$ cat src/rtl/doe_pkg.sv
package doe_pkg;
    localparam int unsigned REG_AW = 8;
    localparam int unsigned LEN_W  = 18;

    localparam logic [REG_AW-1:0] OFF_CAP  = 8'h04;
    localparam logic [REG_AW-1:0] OFF_CTRL = 8'h08;
    localparam logic [REG_AW-1:0] OFF_STAT = 8'h0C;
    localparam logic [REG_AW-1:0] OFF_WRMB = 8'h10;
    localparam logic [REG_AW-1:0] OFF_RDMB = 8'h14;

    typedef enum logic [1:0] {
        ST_IDLE  = 2'd0,
        ST_BUSY  = 2'd1,
        ST_READY = 2'd2
    } mb_state_t;
endpackage

$ cat src/rtl/doe_dw_buf.sv
module doe_dw_buf #(
    parameter int unsigned DEPTH = 64,
    parameter int unsigned AW    = 6
) (
    input  logic          clk,
    input  logic          we,
    input  logic [AW-1:0] waddr,
    input  logic [31:0]   wdata,
    input  logic [AW-1:0] raddr,
    output logic [31:0]   rdata
);
    logic [31:0] mem [DEPTH];

    always_ff @(posedge clk) begin
        if (we) mem[waddr] <= wdata;
    end

    assign rdata = mem[raddr];
endmodule

$ cat src/rtl/doe_hdr_check.sv
module doe_hdr_check
    import doe_pkg::*;
#(
    parameter int unsigned NUM_PROTO = 2,
    parameter int unsigned PIDX_W    = 1,
    parameter int unsigned CNT_W     = 7,
    parameter logic [NUM_PROTO-1:0][31:0] PROTO_HDRS = '0
) (
    input  logic [31:0]       hdr0,
    input  logic [31:0]       hdr1,
    input  logic [CNT_W-1:0]  count,
    output logic              accept,
    output logic [PIDX_W-1:0] idx
);
    logic [NUM_PROTO-1:0] hit;
    logic                 len_ok;

    for (genvar g = 0; g < NUM_PROTO; g++) begin : g_cmp
        assign hit[g] = (hdr0 == PROTO_HDRS[g]);
    end

    // Lowest matching index wins
    always_comb begin
        idx = '0;
        for (int i = NUM_PROTO - 1; i >= 0; i--) begin
            if (hit[i]) idx = PIDX_W'(i);
        end
    end

    assign len_ok = (count >= CNT_W'(2)) && (hdr1[LEN_W-1:0] == LEN_W'(count));
    assign accept = (|hit) && len_ok;
endmodule

$ cat src/rtl/doe_mailbox.sv
module doe_mailbox
    import doe_pkg::*;
#(
    parameter int unsigned DEPTH       = 64,
    parameter int unsigned NUM_PROTO   = 2,
    parameter logic [NUM_PROTO-1:0][31:0] PROTO_HDRS = {32'h0001_0001, 32'h0000_0001},
    parameter logic        IRQ_SUPPORT = 1'b1,
    parameter logic [10:0] IRQ_MSG_NUM = 11'd3,
    localparam int unsigned AW     = (DEPTH > 1) ? $clog2(DEPTH) : 1,
    localparam int unsigned CNT_W  = $clog2(DEPTH + 1),
    localparam int unsigned PIDX_W = (NUM_PROTO > 1) ? $clog2(NUM_PROTO) : 1
) (
    input  logic              clk,
    input  logic              rst_n,
    input  logic              reg_wr,
    input  logic [7:0]        reg_addr,
    input  logic [31:0]       reg_wdata,
    output logic [31:0]       reg_rdata,
    output logic              irq,
    output logic              rsp_req,
    output logic [PIDX_W-1:0] rsp_proto,
    output logic [CNT_W-1:0]  req_len,
    input  logic [AW-1:0]     req_idx,
    output logic [31:0]       req_data,
    input  logic              rsp_push,
    input  logic [31:0]       rsp_data,
    input  logic              rsp_done,
    input  logic              rsp_err
);
    mb_state_t state_q, state_d;

    logic [CNT_W-1:0]  wr_len, rsp_cnt, rd_idx;
    logic [31:0]       hdr0_q, hdr1_q, rd_dw;
    logic [PIDX_W-1:0] proto_q, proto_hit;
    logic              err_q, int_en_q, int_sts_q, irq_q, hdr_ok;

    // Access decode
    logic wr_ctrl, do_abort, do_go, go_ok, go_bad;
    logic wmb_wr, rsp_wr, resp_end, resp_fail, rdm_step, drain_end, done_evt;

    assign wr_ctrl   = reg_wr && (reg_addr == OFF_CTRL);
    assign do_abort  = wr_ctrl && reg_wdata[0];
    assign do_go     = wr_ctrl && !reg_wdata[0] && reg_wdata[31] && (state_q == ST_IDLE);
    assign go_ok     = do_go && hdr_ok;
    assign go_bad    = do_go && !hdr_ok;
    assign wmb_wr    = reg_wr && (reg_addr == OFF_WRMB) && (state_q == ST_IDLE)
                       && (wr_len < CNT_W'(DEPTH));
    assign rsp_wr    = (state_q == ST_BUSY) && rsp_push && !do_abort
                       && (rsp_cnt < CNT_W'(DEPTH));
    assign resp_end  = (state_q == ST_BUSY) && rsp_done && !do_abort;
    assign resp_fail = resp_end && (rsp_err || (rsp_cnt == '0));
    assign rdm_step  = reg_wr && (reg_addr == OFF_RDMB) && (state_q == ST_READY) && !do_abort;
    assign drain_end = rdm_step && ((rd_idx + CNT_W'(1)) == rsp_cnt);
    assign done_evt  = resp_end && IRQ_SUPPORT && int_en_q;

    doe_hdr_check #(
        .NUM_PROTO (NUM_PROTO),
        .PIDX_W    (PIDX_W),
        .CNT_W     (CNT_W),
        .PROTO_HDRS(PROTO_HDRS)
    ) i_hdr (
        .hdr0  (hdr0_q),
        .hdr1  (hdr1_q),
        .count (wr_len),
        .accept(hdr_ok),
        .idx   (proto_hit)
    );

    doe_dw_buf #(.DEPTH(DEPTH), .AW(AW)) i_wbuf (
        .clk  (clk),
        .we   (wmb_wr),
        .waddr(wr_len[AW-1:0]),
        .wdata(reg_wdata),
        .raddr(req_idx),
        .rdata(req_data)
    );

    doe_dw_buf #(.DEPTH(DEPTH), .AW(AW)) i_rbuf (
        .clk  (clk),
        .we   (rsp_wr),
        .waddr(rsp_cnt[AW-1:0]),
        .wdata(rsp_data),
        .raddr(rd_idx[AW-1:0]),
        .rdata(rd_dw)
    );

    // State register
    always_ff @(posedge clk or negedge rst_n) begin
        if (!rst_n) state_q <= ST_IDLE;
        else        state_q <= state_d;
    end

    // Next state
    always_comb begin
        state_d = state_q;
        unique case (state_q)
            ST_IDLE:  if (go_ok)     state_d = ST_BUSY;   // GO_ACCEPT
            ST_BUSY:  if (resp_fail) state_d = ST_IDLE;   // RESP_FAIL
                      else if (resp_end) state_d = ST_READY; // RESP_DONE
            ST_READY: if (drain_end) state_d = ST_IDLE;   // DRAIN_END
            default:  state_d = ST_IDLE;
        endcase
        if (do_abort) state_d = ST_IDLE;                  // ABORT
    end

    // Datapath registers
    always_ff @(posedge clk or negedge rst_n) begin
        if (!rst_n) begin
            wr_len    <= '0;
            rsp_cnt   <= '0;
            rd_idx    <= '0;
            hdr0_q    <= '0;
            hdr1_q    <= '0;
            proto_q   <= '0;
            err_q     <= 1'b0;
            int_en_q  <= 1'b0;
            int_sts_q <= 1'b0;
            irq_q     <= 1'b0;
        end else begin
            irq_q <= done_evt;
            if (wr_ctrl) int_en_q <= reg_wdata[1];
            if (done_evt) int_sts_q <= 1'b1;
            else if (reg_wr && (reg_addr == OFF_STAT) && reg_wdata[1]) int_sts_q <= 1'b0;

            if (do_abort || go_bad || drain_end || resp_fail) begin
                wr_len  <= '0;
                rsp_cnt <= '0;
                rd_idx  <= '0;
                hdr0_q  <= '0;
                hdr1_q  <= '0;
            end else begin
                if (wmb_wr) begin
                    wr_len <= wr_len + CNT_W'(1);
                    if (wr_len == CNT_W'(0)) hdr0_q <= reg_wdata;
                    if (wr_len == CNT_W'(1)) hdr1_q <= reg_wdata;
                end
                if (go_ok) begin
                    rsp_cnt <= '0;
                    rd_idx  <= '0;
                    proto_q <= proto_hit;
                end
                if (rsp_wr)   rsp_cnt <= rsp_cnt + CNT_W'(1);
                if (rdm_step) rd_idx  <= rd_idx + CNT_W'(1);
            end

            if (do_abort)       err_q <= 1'b0;
            else if (resp_fail) err_q <= 1'b1;
        end
    end

    // Outputs
    always_comb begin
        reg_rdata = '0;
        unique case (reg_addr)
            OFF_CAP:  reg_rdata = {20'b0, IRQ_MSG_NUM, IRQ_SUPPORT};
            OFF_CTRL: reg_rdata = {30'b0, int_en_q, 1'b0};
            OFF_STAT: reg_rdata = {(state_q == ST_READY), 28'b0, err_q, int_sts_q,
                                   (state_q == ST_BUSY)};
            OFF_RDMB: reg_rdata = (state_q == ST_READY) ? rd_dw : 32'b0;
            default:  reg_rdata = '0;
        endcase
    end

    assign irq       = irq_q;
    assign rsp_req   = (state_q == ST_BUSY);
    assign rsp_proto = proto_q;
    assign req_len   = wr_len;
endmodule

$ cat config.mk
export PLATFORM = sky130hd
export DESIGN_NAME = doe_mailbox
export DESIGN_NICKNAME = d
export VERILOG_FILES = /design/src/rtl/doe_pkg.sv /design/src/rtl/doe_dw_buf.sv /design/src/rtl/doe_hdr_check.sv /design/src/rtl/doe_mailbox.sv
export SDC_FILE = /design/constraint.sdc
export NUM_CORES = 2
export LEC_CHECK = 0
export BUFFER_PORTS_ARGS = -buffer_cell sky130_fd_sc_hd__buf_2
export CAP_MARGIN = 15
export CORE_MARGIN = 2
export CORE_UTILIZATION = 57
export DETAILED_ROUTE_END_ITERATION = 7
export PLACE_DENSITY_LB_ADDON = 0.12
export SLEW_MARGIN = 30
export SYNTH_ARGS = -nofsm -noshare
export SYNTH_HDL_FRONTEND = slang
export SYNTH_SLANG_ARGS = --single-unit
$ cat constraint.sdc
create_clock -name clk -period 3.8 [get_ports clk]
set_clock_uncertainty 0.15 [all_clocks]
set_input_delay 0.76 -clock clk [delete_from_list [all_inputs] [get_ports clk]]
set_output_delay 0.76 -clock clk [all_outputs]
set_load 0.02 [all_outputs]
# ---- After elaboration in Yosys (flattened, before gate mapping)
# Memory sizes are Yosys's and may differ from the RTL's.
# Cells that the tools add are included.
dict set report op_classes {
  add_sub_neg 3
  mul 0
  n_div 0
  order_cmp 3
  eq_ne 15
  n_shift 0
  mux 31
  bitwise_logic 1
  reduce_logical 47
}
# cell n
set op_table {}
lappend op_table {{$mux 32} 4}
lappend op_table {{$pmux 32 s4} 1}
lappend op_table {{$mux 18} 3}
lappend op_table {{$mux 7} 7}
lappend op_table {{$eq 32x1->1 const B} 1}
lappend op_table {{$eq 32x17->1 const B} 1}
lappend op_table {{$logic_and 1x1->1} 25}
lappend op_table {{$add 7x1->7 const B} 3}
lappend op_table {{$eq 18x7->1} 1}
lappend op_table {{$eq 8x4->1 const B} 2}
lappend op_table {{$eq 8x5->1 const B} 2}
lappend op_table {{$logic_not 7->1} 2}
lappend op_table {{$lt 7x7->1 const B} 2}
lappend op_table {{$mux 1} 10}
lappend op_table {{$mux 2} 5}
lappend op_table {{$reduce_bool 2->1} 5}
lappend op_table {{$eq 8x3->1 const B} 1}
lappend op_table {{$eq 7x1->1 const B} 1}
lappend op_table {{$eq 7x7->1} 1}
lappend op_table {{$ge 7x2->1 const B} 1}
lappend op_table {{$ne 3x3->1 const B} 2}
lappend op_table {{$pmux 2 s3} 1}
lappend op_table {{$reduce_and 2->1} 3}
lappend op_table {{$reduce_bool 3->1} 2}
lappend op_table {{other kinds (9)} 14}
dict set report totals {
  reg_bits 78
  latchBits 0
  mem_bits_rw 4096
  mem_bits_ro 0
  in_bits 84
  output_inout_bits 74
  wordCells 113
  n_memories 2
}
# memory depth width rd rd_ports_with_merged_regs wr line
set mem_list {}
lappend mem_list {i_rbuf.mem 64 32 1 0 1 doe_dw_buf.sv:12} ;# logic [31:0] mem [DEPTH];
lappend mem_list {i_wbuf.mem 64 32 1 0 1 doe_dw_buf.sv:12}

# ---- Logic depth before layout (Yosys ltp)
dict set report logic_depth {
  word_depth 11
  ltp_mapped 11
  mapped_depth_nobuf 7
}

# ---- Modules after synthesis
# Synthesis repeated with hierarchy kept, for this count alone.
dict set report unflattened {
  hier_cells 7084
  area_unflattened_um2 160850.5
}
# mod instances cells_each area_each_um2 seq_area_each_um2
set modules_own_cells {}
lappend modules_own_cells {doe_dw_buf 2 3292 77874.7 61499.0}
lappend modules_own_cells {doe_mailbox 1 471 4899.7 2302.2}
lappend modules_own_cells {doe_hdr_check 1 29 201.4 0.0}

# ---- Worst setup path after synthesis
# No wires, ideal clock.
dict set report synth_path {
  path_type {input to register}
  from {in reg_addr[3]}
  to {mem i_wbuf.mem[15][0] (enable)}
  arrival_time_ns 4.451
  t_required_ns 3.189
  path_slack_ns -1.262
  cell_stages 5
  path_cell_list {or4b_4 -> or2_1 -> nor3_1 -> nand2_1 -> nor3_1}
}
dict set report synth_via {
  elab_chain_len 6
}
# item line
set synth_rtl {}
lappend synth_rtl {{from (decl)} doe_mailbox.sv:16} ;# input logic [7:0] reg_addr,
lappend synth_rtl {{$eq 8x5->1} doe_mailbox.sv:46} ;# assign wmb_wr = reg_wr && (reg_addr == OFF_WRMB) && (state_q == ST_IDLE)
lappend synth_rtl {{$logic_and 1x1->1 (2 in series)} doe_mailbox.sv:46}
lappend synth_rtl {{$logic_and 1x1->1} doe_mailbox.sv:47} ;# && (wr_len < CNT_W'(DEPTH));
lappend synth_rtl {{$mux 1} doe_dw_buf.sv:15} ;# if (we) mem[waddr] <= wdata;
lappend synth_rtl {{$mux 1 (implied by the code)} doe_dw_buf.sv:15}
lappend synth_rtl {{to (decl)} doe_dw_buf.sv:12}
# Every way passes these cells.

# ---- Worst setup path after layout
dict set report layout_path {
  from {reg rd_idx[0]}
  to {out reg_rdata[1]}
}
dict set report layout_via {
  elab_chain_len 3
}
# item line
set layout_rtl {}
lappend layout_rtl {{from (decl)} doe_mailbox.sv:32} ;# logic [CNT_W-1:0] wr_len, rsp_cnt, rd_idx;
lappend layout_rtl {{from (signal assigned)} doe_mailbox.sv:143} ;# if (rdm_step) rd_idx <= rd_idx + CNT_W'(1);
lappend layout_rtl {{$mem_v2 64x32} --}
lappend layout_rtl {{$mux 32} doe_mailbox.sv:159} ;# OFF_RDMB: reg_rdata = (state_q == ST_READY) ? rd_dw : 32'b0;
lappend layout_rtl {{$pmux 32 s4} doe_mailbox.sv:154} ;# unique case (reg_addr)
lappend layout_rtl {{to (decl)} doe_mailbox.sv:18} ;# output logic [31:0] reg_rdata,
# Every way passes these cells.

==> summary.txt <==
Compound-Gate Fraction of Synth Area -> 1.70%
Core area -> 279000 um2
Post-route setup slack -> -0.877 ns
Routability congestion estimate -> 0.853
Vias in the first global route -> 81500
Die Span X -> 534 um
I/O pins -> 158
Worst-path clk slew -> 0.06 ns
Initial Utilization -> 57.3%
Final setup violating endpoints -> 64
Remaining antenna violation count after routing -> 0
Mux cell area share after synthesis -> 17.4%
Wire length per cell -> 35.8 um
Post-synthesis adder-cell area fraction -> 0.0469%
Vias after detailed routing -> 80600
CTS tree -> built
Total CTS buffers -> 412
Cells after synthesis -> 7030
Final Net Count -> 8260
Most common cell after layout, fill and taps aside -> edfxtp_1
Period utilization -> 123%
Drt initial violations -> 10300
Outcome -> finished, violations left
Area of the mapped netlist -> 160000 um2
Violated checks -> setup timing
Hold Path Class -> primary input to register
CP Class -> register to primary output
Clock sinks -> 4174
Power per cell area -> 497 nW/um2
Post-synthesis average cell area -> 22.8 um2
Most frequent cell on the critical path -> buf_8
Share of post-route cells with drive strength above 1 -> 37.6%
Setup TNS Final -> -31.60 ns
LEAKAGE -> 61.7 nW
Total track usage -> 30.9%
Area growth syn-to-layout -> 21.1%
Most frequent cells in the layout -> 4096 x edfxtp_1, 1068 x mux4_2, 525 x buf_4, 427 x clkbuf_16, 346 x buf_12
Synth warn -> 0
VDD IR max -> 0.552 mV
Crit path time final -> 4.68 ns
Final HPWL DP -> 264 mm
Crit path max fanout -> 7
WP data arrival -> 3.77 ns
Final non-filler cell total -> 12200
GRT overflow -> 0
Worst Hold Path Cells -> 1
CTS H-tree depth -> 5
Worst hold slack -> 0.0675 ns
CP Data Required Time -> 2.89 ns
Tightest Pin Transition -> 0.998 ns
Main combinational cell family by area after synthesis -> multiplexers
Worst-path cell with the longest stage delay -> dfrtp_4
Syn_nets -> 7120
IO Port Bufs -> 157
Total power -> 96.4 mW
Max-cap violation count -> 0
Clock root cell -> clkbuf_16
Fmax achieved -> 0.214 GHz
Clock buffer depth -> 4
Routed vias/inst -> 6.58
Post-synth EDFFs -> 4096
Worst-path cell chain -> buf_12 -> buf_8 -> buf_12 -> buf_8 -> buf_8 -> mux2i_1 -> o221ai_2 -> o21ai_2 -> a21oi_2 -> nor4_2 -> buf_4 -> nor3_4 -> buf_6
Initial antenna violation count -> 20
Skew-Pair Late Insertion Delay -> 0.96 ns
Row count -> 194
Synth Register Bits -> 4174
WL final -> 439 mm
Most common flop cell mapped by yosys -> edfxtp_1
Max incr delay on CP -> 0.53 ns
Asr flop ratio synth -> 1.87%
Crit end category -> primary output
Startpoint types -> register
RSZ-0062 raised after global routing -> true
Cells after DPL -> 11300
Largest net degree at the start of global routing -> 67
Final Hold Fails -> 0
Post-place setup slack -> -0.510 ns
Simple-gate area share of the yosys netlist -> 1.60%
Worst reg-to-reg setup slack -> 0.29 ns
Router iterations before antenna repair -> 6
Final slew viol count -> 0
Synth cell types -> 65
Register area share after synthesis -> 78.1%
First-pass GRT wire length -> 616 mm
Post-Synth XOR/XNOR Area -> 0.104%
Total die area -> 285000 um2
Slew HR -> 33.5%
Die Ht -> 534 um
R2R cell count -> 12
Drt drc -> 0
## timing repair
action | CTS | global route
gates cloned | 33 | 10
buffers inserted | 77 | 45
hold buffers | 4 | 0
endpoints found under the hold margin | 68 | 0
setup endpoints to repair | 64 | 64
pin swaps | 97 | 71
gates resized for setup | 561 | 171
## registers in the layout, summed over array words and instances (netlist names), 2 cells and up
signal      count
i_wbuf.mem   2048
req_len         7
state_q         2
rsp_cnt         7
hdr0_q         32
rd_idx          7
hdr1_q         18
i_rbuf.mem   2048
## final timing paths
check	from	end
min reg2reg	rsp_proto$_DFFE_PN0P_	rsp_proto$_DFFE_PN0P_
max	rd_idx[0]$_DFFE_PN0P_	reg_rdata[1]
min	rsp_data[21]	i_rbuf.mem[48][21]$_DFFE_PP_
min in group asynchronous	rst_n	irq$_DFF_PN0_
max reg2reg	rd_idx[0]$_DFFE_PN0P_	rd_idx[0]$_DFFE_PN0P_
max in group asynchronous	rst_n	hdr0_q[8]$_DFFE_PN0P_
## synthesized netlist by cell type (14+ instances only)
cell         n  area share [%]
nor3_1     140            0.44
mux4_2    1068              15
a21oi_1    169            0.53
nor2_1     161            0.38
buf_1       35           0.082
mux2_2      15            0.11
o21ai_0     35            0.11
buf_2      130            0.41
nor4_1      14           0.055
edfxtp_1  4096              77
mux2i_1    355             2.2
clkbuf_1   207            0.49
buf_4       21           0.098
dfrtp_1     78             1.2
o221ai_1   116            0.63
nand2_1    167            0.39
o22ai_1     64            0.25
nand3_1     27           0.084
## metrics by stage
stage / area [um2] / utilization [%]
2_1_floorplan: 160000 / -
6_report: 194000 / 69.4
3_3_place_gp: 175000 / 62.6
3_5_place_dp: 175000 / 62.7
4_1_cts: 193000 / 68.9
5_1_grt: 194000 / 69.4
## per-layer routing
| metal | wire length (um) | vias to the layer above | GRT usage [%] | part of all wire [%] |
|---|---|---|---|---|
| met4 | 18800 | 4 | 11.4 | 4.3 |
| met2 | 222000 | 4211 | 51.7 | 50 |
| li1 | - | 32400 | - | - |
| met1 | 160000 | 43100 | 41.7 | 36 |
| met3 | 38800 | 850 | 4.88 | 8.8 |
| met5 | 34 | - | 0 | 0.0077 |
## where the power goes
group	internal, mW	total (mW)	leakage (nW)	switching (mW)
Sequential	50.5	50.5	37.9	0.0194
Combinational	2.38	5.18	17.3	2.79
Clock	23.6	40.7	6.54	17.1
## area by class of cell
class	instances	area (um2)
clock inverters	246	2620
repair buffers	1124	14600
multi-input cells	2446	36200
diodes	15	37.5
well taps	3724	4660
inverters	12	52.6
fillers	16600	85500
clock buffers	504	10800
flip-flops and latches	4174	125000
## cell families (layout without fill, tap and decap cells)
logic type,count (synthesis),after routing
XOR/XNOR,19,19
AND/OR/NAND/NOR,564,564
AO/OA/AOI/OAI,419,419
flip-flops,4174,4174
multiplexers,1438,1438
adder cells (fa/ha/maj),6,6
other,0,15
buffers and inverters,410,1886
## worst max-delay path, delay by kind of cell, from the launching register on
kind / cells / cell delay (ns)
multiplexers: 1 / 0.14
AND/OR/NAND/NOR: 2 / 0.51
flip-flops: 1 / 0.53
AO/OA/AOI/OAI: 3 / 0.48
buffers and inverters: 7 / 1.10
Power figures use the tool's default switching activity.
